`config.mk`:
```
export PLATFORM = sky130hd
export DESIGN_NAME = spi_regacc_master
export DESIGN_NICKNAME = d
export VERILOG_FILES = /design/src/rtl/spi_regacc_pkg.sv /design/src/rtl/spi_regacc_clkgen.sv /design/src/rtl/spi_regacc_settle.sv /design/src/rtl/spi_regacc_txbuf.sv /design/src/rtl/spi_regacc_engine.sv /design/src/rtl/spi_regacc_master.sv
export SDC_FILE = /design/constraint.sdc
export NUM_CORES = 1
export LEC_CHECK = 0
export ABC_CLOCK_PERIOD_IN_PS = 2800
export BUFFER_PORTS_ARGS = -buffer_cell sky130_fd_sc_hd__buf_2
export CAP_MARGIN = 20
export CORE_UTILIZATION = 58
export DETAILED_ROUTE_END_ITERATION = 16
export PLACE_DENSITY = 0.79
export SLEW_MARGIN = 20
export SYNTH_ARGS = -nofsm -noshare
export SYNTH_HDL_FRONTEND = slang
export SYNTH_SLANG_ARGS = --single-unit
```
`constraint.sdc`:
```
create_clock -name clk -period 2.8 [get_ports clk]
set_input_delay 0.14 -clock clk [delete_from_list [all_inputs] [get_ports clk]]
set_output_delay 0.14 -clock clk [all_outputs]
set_load 0.03 [all_outputs]
```
`src/rtl/spi_regacc_pkg.sv`:
```
// Shared definitions for the SPI register access master.
// Assumes 16-bit words on the serial line for both command and data.
package spi_regacc_pkg;
    localparam int WORD_W = 16;
    localparam int BIT_W  = $clog2(WORD_W);

    typedef enum logic [1:0] {
        ENG_IDLE,
        ENG_LEAD,
        ENG_SHIFT,
        ENG_TAIL
    } eng_state_t;
endpackage

```
`src/rtl/spi_regacc_clkgen.sv`:
```
// SCLK slot generator: a free-running phase counter that marks one
// rising-edge slot and one falling-edge slot per SCLK period.
// Assumes div >= 1 so that the two slots never coincide.
module spi_regacc_clkgen #(
    parameter int DIV_W = 8
) (
    input  logic             clk,
    input  logic             rst_n,
    input  logic             run,
    input  logic [DIV_W-1:0] div,
    output logic             rise_tick,
    output logic             fall_tick
);
    logic [DIV_W-1:0] phase;

    // Phase counter wraps every div+1 clocks while running.
    always_ff @(posedge clk) begin
        if (!rst_n || !run) begin
            phase <= '0;
        end else if (phase >= div) begin
            phase <= '0;
        end else begin
            phase <= phase + 1'b1;
        end
    end

    // Slot decode: rise at the end of the period, fall near the middle.
    always_comb begin
        rise_tick = run && (phase == div);
        fall_tick = run && (phase == (div >> 1));
    end
endmodule

```
`src/rtl/spi_regacc_settle.sv`:
```
// Start-up settle timer: counts SCLK periods after enable and raises
// settled once SETTLE_SCLKS rising-edge slots have passed.
// Assumes rise_tick occurs once per SCLK period.
module spi_regacc_settle #(
    parameter int SETTLE_SCLKS = 2
) (
    input  logic clk,
    input  logic rst_n,
    input  logic run,
    input  logic rise_tick,
    output logic settled
);
    localparam int SW = $clog2(SETTLE_SCLKS + 1);

    logic [SW-1:0] periods;

    // Count periods until the settle interval has elapsed.
    always_ff @(posedge clk) begin
        if (!rst_n || !run) begin
            periods <= '0;
            settled <= 1'b0;
        end else if (rise_tick && !settled) begin
            periods <= periods + 1'b1;
            if (periods == SW'(SETTLE_SCLKS - 1)) begin
                settled <= 1'b1;
            end
        end
    end
endmodule

```
`src/rtl/spi_regacc_txbuf.sv`:
```
// Host-side word buffer and frame bookkeeping. The first word loaded while
// no frame is open is the command; read flag and count are latched with it.
// Assumes the engine consumes the buffer only when it is full.
module spi_regacc_txbuf #(
    parameter int CNT_W = 4
) (
    input  logic                                clk,
    input  logic                                rst_n,
    input  logic                                run,
    input  logic                                settled,
    input  logic                                tx_load,
    input  logic [spi_regacc_pkg::WORD_W-1:0]   tx_word,
    input  logic                                cmd_read,
    input  logic [CNT_W-1:0]                    cmd_count,
    input  logic                                consume,
    input  logic                                frame_end,
    output logic                                tx_ready,
    output logic [spi_regacc_pkg::WORD_W-1:0]   buf_word,
    output logic                                buf_full,
    output logic                                frame_open,
    output logic                                frame_read,
    output logic [CNT_W-1:0]                    frame_cnt
);
    localparam int LW = CNT_W + 1;

    logic [LW-1:0] load_left;

    // Ready when settled, buffer empty, and the frame still expects a word.
    always_comb begin
        tx_ready = settled && !buf_full && (!frame_open || (load_left != '0));
    end

    // Buffer fill/drain and per-frame attributes.
    always_ff @(posedge clk) begin
        if (!rst_n || !run) begin
            buf_word   <= '0;
            buf_full   <= 1'b0;
            frame_open <= 1'b0;
            frame_read <= 1'b0;
            frame_cnt  <= '0;
            load_left  <= '0;
        end else begin
            if (frame_end) begin
                frame_open <= 1'b0;
            end
            if (consume) begin
                buf_full <= 1'b0;
            end
            if (tx_load && tx_ready) begin
                buf_word <= tx_word;
                buf_full <= 1'b1;
                if (!frame_open) begin
                    frame_open <= 1'b1;
                    frame_read <= cmd_read;
                    frame_cnt  <= cmd_count;
                    load_left  <= cmd_read ? '0 : ({1'b0, cmd_count} + LW'(1));
                end else begin
                    load_left <= load_left - 1'b1;
                end
            end
        end
    end
endmodule

```
`src/rtl/spi_regacc_engine.sv`:
```
// Serial frame engine: drives ss_n, sclk and mosi in the rising-edge slot,
// samples miso in the falling-edge slot, and posts read words to the host.
// Assumes one rise slot and one fall slot per SCLK period, never together.
module spi_regacc_engine #(
    parameter int CNT_W = 4
) (
    input  logic                                clk,
    input  logic                                rst_n,
    input  logic                                run,
    input  logic                                rise_tick,
    input  logic                                fall_tick,
    input  logic [spi_regacc_pkg::WORD_W-1:0]   buf_word,
    input  logic                                buf_full,
    input  logic                                frame_open,
    input  logic                                frame_read,
    input  logic [CNT_W-1:0]                    frame_cnt,
    input  logic                                miso,
    input  logic                                rx_take,
    output logic                                consume,
    output logic                                frame_end,
    output logic                                ss_n,
    output logic                                sclk,
    output logic                                mosi,
    output logic [spi_regacc_pkg::WORD_W-1:0]   rx_data,
    output logic                                rx_full
);
    import spi_regacc_pkg::*;

    localparam int LW = CNT_W + 1;

    eng_state_t        state;
    logic [WORD_W-1:0] shreg;
    logic [WORD_W-1:0] rxsh;
    logic [BIT_W-1:0]  bit_cnt;
    logic [LW-1:0]     word_idx;
    logic              word_start;
    logic [LW-1:0]     last_idx;

    // Index of the final word of the frame (command is index 0).
    always_comb begin
        last_idx = {1'b0, frame_cnt} + LW'(1);
    end

    // Buffer consumption and end-of-frame strobes.
    always_comb begin
        consume   = 1'b0;
        frame_end = 1'b0;
        if (state == ENG_IDLE && rise_tick && buf_full && frame_open) begin
            consume = 1'b1;
        end
        if (state == ENG_SHIFT && rise_tick && !sclk && word_start
            && !frame_read && buf_full) begin
            consume = 1'b1;
        end
        if (state == ENG_TAIL && rise_tick) begin
            frame_end = 1'b1;
        end
    end

    // Frame sequencing, shifting and receive posting.
    always_ff @(posedge clk) begin
        if (!rst_n || !run) begin
            state      <= ENG_IDLE;
            ss_n       <= 1'b1;
            sclk       <= 1'b0;
            mosi       <= 1'b0;
            shreg      <= '0;
            rxsh       <= '0;
            bit_cnt    <= '0;
            word_idx   <= '0;
            word_start <= 1'b0;
            rx_data    <= '0;
            rx_full    <= 1'b0;
        end else begin
            if (rx_take) begin
                rx_full <= 1'b0;
            end
            case (state)
                ENG_IDLE: begin
                    if (consume) begin
                        shreg    <= buf_word;
                        ss_n     <= 1'b0;
                        word_idx <= '0;
                        state    <= ENG_LEAD;
                    end
                end
                ENG_LEAD: begin
                    if (rise_tick) begin
                        sclk       <= 1'b1;
                        mosi       <= shreg[WORD_W-1];
                        bit_cnt    <= '0;
                        word_start <= 1'b0;
                        state      <= ENG_SHIFT;
                    end
                end
                ENG_SHIFT: begin
                    if (rise_tick && !sclk) begin
                        if (word_start) begin
                            if (frame_read) begin
                                shreg      <= '0;
                                mosi       <= 1'b0;
                                sclk       <= 1'b1;
                                word_start <= 1'b0;
                            end else if (buf_full) begin
                                shreg      <= buf_word;
                                mosi       <= buf_word[WORD_W-1];
                                sclk       <= 1'b1;
                                word_start <= 1'b0;
                            end
                        end else begin
                            shreg <= {shreg[WORD_W-2:0], 1'b0};
                            mosi  <= shreg[WORD_W-2];
                            sclk  <= 1'b1;
                        end
                    end
                    if (fall_tick && sclk) begin
                        sclk    <= 1'b0;
                        rxsh    <= {rxsh[WORD_W-2:0], miso};
                        bit_cnt <= bit_cnt + 1'b1;
                        if (bit_cnt == BIT_W'(WORD_W - 1)) begin
                            if (frame_read && word_idx != '0) begin
                                rx_data <= {rxsh[WORD_W-2:0], miso};
                                rx_full <= 1'b1;
                            end
                            if (word_idx == last_idx) begin
                                state <= ENG_TAIL;
                            end else begin
                                word_idx   <= word_idx + 1'b1;
                                word_start <= 1'b1;
                            end
                        end
                    end
                end
                ENG_TAIL: begin
                    if (rise_tick) begin
                        ss_n  <= 1'b1;
                        mosi  <= 1'b0;
                        state <= ENG_IDLE;
                    end
                end
                default: state <= ENG_IDLE;
            endcase
        end
    end
endmodule

```
`src/rtl/spi_regacc_master.sv`:
```
// SPI register access master top level: ties the slot generator, settle
// timer, host word buffer and serial engine together.
// Assumes clk_div >= 1 and a single peripheral on the bus.
module spi_regacc_master #(
    parameter int DIV_W        = 8,
    parameter int CNT_W        = 4,
    parameter int SETTLE_SCLKS = 2
) (
    input  logic              clk,
    input  logic              rst_n,
    input  logic              enable,
    input  logic [DIV_W-1:0]  clk_div,
    input  logic              tx_load,
    input  logic [15:0]       tx_word,
    input  logic              cmd_read,
    input  logic [CNT_W-1:0]  cmd_count,
    output logic              tx_ready,
    input  logic              rx_take,
    output logic [15:0]       rx_data,
    output logic              rx_full,
    output logic              ss_n,
    output logic              sclk,
    output logic              mosi,
    input  logic              miso
);
    logic        rise_tick;
    logic        fall_tick;
    logic        settled;
    logic        consume;
    logic        frame_end;
    logic [15:0] buf_word;
    logic        buf_full;
    logic        frame_open;
    logic        frame_read;
    logic [CNT_W-1:0] frame_cnt;

    spi_regacc_clkgen #(.DIV_W(DIV_W)) u_clkgen (
        .clk       (clk),
        .rst_n     (rst_n),
        .run       (enable),
        .div       (clk_div),
        .rise_tick (rise_tick),
        .fall_tick (fall_tick)
    );

    spi_regacc_settle #(.SETTLE_SCLKS(SETTLE_SCLKS)) u_settle (
        .clk       (clk),
        .rst_n     (rst_n),
        .run       (enable),
        .rise_tick (rise_tick),
        .settled   (settled)
    );

    spi_regacc_txbuf #(.CNT_W(CNT_W)) u_txbuf (
        .clk        (clk),
        .rst_n      (rst_n),
        .run        (enable),
        .settled    (settled),
        .tx_load    (tx_load),
        .tx_word    (tx_word),
        .cmd_read   (cmd_read),
        .cmd_count  (cmd_count),
        .consume    (consume),
        .frame_end  (frame_end),
        .tx_ready   (tx_ready),
        .buf_word   (buf_word),
        .buf_full   (buf_full),
        .frame_open (frame_open),
        .frame_read (frame_read),
        .frame_cnt  (frame_cnt)
    );

    spi_regacc_engine #(.CNT_W(CNT_W)) u_engine (
        .clk        (clk),
        .rst_n      (rst_n),
        .run        (enable),
        .rise_tick  (rise_tick),
        .fall_tick  (fall_tick),
        .buf_word   (buf_word),
        .buf_full   (buf_full),
        .frame_open (frame_open),
        .frame_read (frame_read),
        .frame_cnt  (frame_cnt),
        .miso       (miso),
        .rx_take    (rx_take),
        .consume    (consume),
        .frame_end  (frame_end),
        .ss_n       (ss_n),
        .sclk       (sclk),
        .mosi       (mosi),
        .rx_data    (rx_data),
        .rx_full    (rx_full)
    );
endmodule

```
==> results.json <==
{
  "dieHeight_um": 92.6,
  "hold_class": "primary input to flip-flop",
  "crit_arrival_ns": 2.90,
  "place_area_um2": 5150,
  "fin_crit_sh_pct": 92.9,
  "yosysTopAreaCellShare_pct": 42.9,
  "power_leakage_nw": 2.13,
  "synth_largest_area_cell": "dfxtp_1",
  "portBuffers": 55,
  "clock_sinks": 102,
  "grt_pass1_wl_um": 17300,
  "final_layout_net_count": 661,
  "clockRootBuffer": "clkbuf_8",
  "report.final.setup_viol": 0,
  "core_um2": 7850,
  "synth.yosys.warnings": 0,
  "actual_slew_at_the_worst_max_slew_pin_ns": 0.621,
  "power_density_nw_per_um2": 452,
  "routed_wl_um": 10000,
  "yosysMostFrequentCell": "dfxtp_1",
  "detailedRoute.firstPassIterationCount": 5,
  "ys_dominant_reg_cell": "dfxtp_1",
  "internal_reg_to_reg_setup_slack_ns": 0.20,
  "top_level_ports": 56,
  "cts_max_path_buffers": 2,
  "worstPathMaxFanout": 7,
  "worstHoldStart": "tx_word[4]",
  "routed_via_density": 5.67,
  "mappedNetlistNets": 597,
  "reg2regPathDepth": 8,
  "ir_worst_vdd_mv": 0.363,
  "route.detailed.wl_per_inst_um": 14.0,
  "starting_utilization_of_the_core_area_pct": 60.7,
  "num-fill-cells": 627,
  "worst_ep_required_time_ns": 3.10,
  "final.setup.tns_ns": 0,
  "die-area_um2": 8580,
  "overflow": 0,
  "synth_area_leaders": "dfxtp_1 (43%), mux2i_1 (8.2%), nor2_1 (6.2%)",
  "tritoncts": "built",
  "grt_start_max_net_pins": 52,
  "post_synth_num_cell_types": 54,
  "drive_gt1_share_pct": 15.1,
  "r2r_end": "u_engine.word_idx[4]",
  "maxCapViolations": 0,
  "detail_route_antenna_nets": 0,
  "max_clock_freq_mhz": 384,
  "std_cell_rows": 32,
  "numCtsBuffers": 9,
  "antenna_found_initial": 0,
  "holdPathEnd": "u_txbuf.buf_word[4]",
  "finalHoldViolCount": 0,
  "groute.usage.overall_pct": 24.9,
  "finalClockSkew_ns": 0.0121,
  "synth_edf_count": 0,
  "dr_total_vias": 4037,
  "netlist_area_um2": 4760,
  "timing.critical_path.to_type": "flip-flop",
  "synth_seq_area_share_pct": 42.9,
  "clk_latency_ns": 0.37,
  "die_width_um": 92.6,
  "drcViolationCount": 0,
  "outcome": "finished clean",
  "maxSlewViolCount": 0,
  "syn_area_per_cell_um2": 8.80,
  "final-seq-area_um2": 2040,
  "finish.utilization_pct": 69.9,
  "worst_r2r_startpoint": "u_clkgen.phase[0]",
  "synth-seq-cells": 102,
  "timing.hold.worst_path_depth": 3,
  "fin_crit_ns": 2.60,
  "ys_async_sr_fraction_pct": 0,
  "detail_route.iter0.violations": 210,
  "hold_slack_ns": 0.0122,
  "place_hpwl_um": 7070,
  "syn-instance-count": 541,
  "gp_congestion": 0.893,
  "synth.top_cells.by_count": "dfxtp_1 (102), nor2_1 (79), nand2_1 (47)",
  "grt_setup_unrepaired": "false",
  "first_global_vias": 3894,
  "worst_setup_hold_path_clk_slew_ns": 0.11,
  "category_of_the_critical_setup_timing_path": "flip-flop to flip-flop",
  "design_area_um2": 5490,
  "h-tree-depth": 3,
  "multi_input_area_um2": 2510,
  "timing.critical_path.from_type": "flip-flop",
  "area_added_between_synthesis_and_finish_pct": 15.2,
  "antenna_cells_inserted": 0,
  "slew_headroom_pct": 58.4
}
[repair_timing]
action,in CTS,in global routing
hold endpoints to repair,12,1
buffers inserted,0,0
resized for setup,0,0
endpoints found under the setup margin,0,0
hold buffers,12,1
[worst max-delay path, cell delays in order (launching register included)]
cell	delay [ns]
dfxtp_1	0.48
inv_1	0.08
ha_1	0.29
and4_1	0.23
nand3_1	0.16
o21a_1	0.21
o41a_1	0.45
or4_1	0.49
a21oi_1	0.16
[routing by layer]
metal	up-vias	track usage, %	wire length [um]
met1	1892	29.5	4310
met5	-	0	0
met4	0	5.90	125
met2	114	44.6	4980
met3	15	6.73	578
li1	2016	-	-
[worst max-delay path by stage]
stage,from,endpoint,cells past startpoint,slack [ns]
after floorplan,u_clkgen.phase[0],u_engine.word_idx[4],9,0.41
after global placement,u_clkgen.phase[0],u_engine.word_idx[3],8,0.39
after detailed placement,u_clkgen.phase[0],u_engine.word_idx[4],8,0.26
after CTS,u_clkgen.phase[0],u_engine.word_idx[4],8,0.20
after global routing,u_clkgen.phase[0],u_engine.word_idx[3],8,0.08
final,u_clkgen.phase[0],u_engine.word_idx[4],8,0.20
[power by group]
part	total [mW]	switching, mW	internal, mW	leakage (nW)
registers	1.45	0.00280	1.45	0.821
logic	0.109	0.0597	0.0497	1.21
clock network	0.915	0.561	0.353	0.0990
total	2.48	0.624	1.85	2.13
[registers in the layout, indices dropped and copies added (netlist names), 2 cells and up]
register,count
u_txbuf.frame_cnt,4
u_clkgen.phase,8
u_txbuf.buf_word,16
u_txbuf.load_left,5
u_settle.periods,2
u_engine.shreg,16
u_engine.state,2
u_engine.bit_cnt,4
u_engine.rxsh,15
u_engine.word_idx,5
u_engine.rx_data,16
[area by class of cell]
type | count | area share [%]
Clock buffer | 9 | 2.26
Multi-Input combinational cell | 385 | 45.8
Clock inverter | 7 | 1.46
Timing Repair Buffer | 81 | 9.17
Inverter | 26 | 1.78
Sequential cell | 102 | 37.2
Tap cell | 102 | 2.33
[cells in the final DEF (no fill, tap or decap), types with 2 or more instances in the layout]
| cell | n |
|---|---|
| nor3b_1 | 2 |
| inv_1 | 26 |
| buf_4 | 13 |
| a221oi_1 | 2 |
| dfxtp_1 | 102 |
| clkbuf_8 | 9 |
| mux2i_1 | 39 |
| xor2_1 | 16 |
| a211oi_1 | 21 |
| nor2b_1 | 5 |
| o21a_1 | 2 |
| a31oi_1 | 4 |
| nand3b_1 | 2 |
| a21oi_1 | 39 |
| dlygate4sd3_1 | 13 |
| o21ai_1 | 2 |
| nor4_4 | 2 |
| o21ai_0 | 15 |
| nor3_1 | 3 |
| o31a_1 | 2 |
| inv_8 | 2 |
| ha_1 | 21 |
| and4_1 | 3 |
| buf_2 | 55 |
| xnor2_1 | 9 |
| and3_1 | 5 |
| a22oi_1 | 15 |
| nand2b_1 | 4 |
| nor2_1 | 79 |
| and2_1 | 5 |
| clkinv_8 | 2 |
| or4_1 | 4 |
| nand2_1 | 46 |
| clkinv_4 | 2 |
| nand3_1 | 14 |
| o31ai_1 | 2 |
[logic make-up after synthesis]
kind of cell,share of synthesized area [%]
and+or+nand+nor,18.3
AOI/OAI and AO/OA,15.9
DFF,42.9
buffers and inverters,4.62
muxes,8.20
xor gates and xnor gates,4.60
adders and majority gates,5.52
[stage by stage]
| step | setup WS (ns) | std cells | power (mW) |
|---|---|---|---|
| floorplan | 0.410 | 541 | 1.54 |
| global placement | 0.393 | 683 | 1.58 |
| detailed placement | 0.261 | 683 | 1.58 |
| CTS | 0.204 | 711 | 2.51 |
| global route | 0.0783 | 712 | 2.58 |
| finish | 0.199 | 712 | 2.48 |
(Power assumes the default switching activity.)
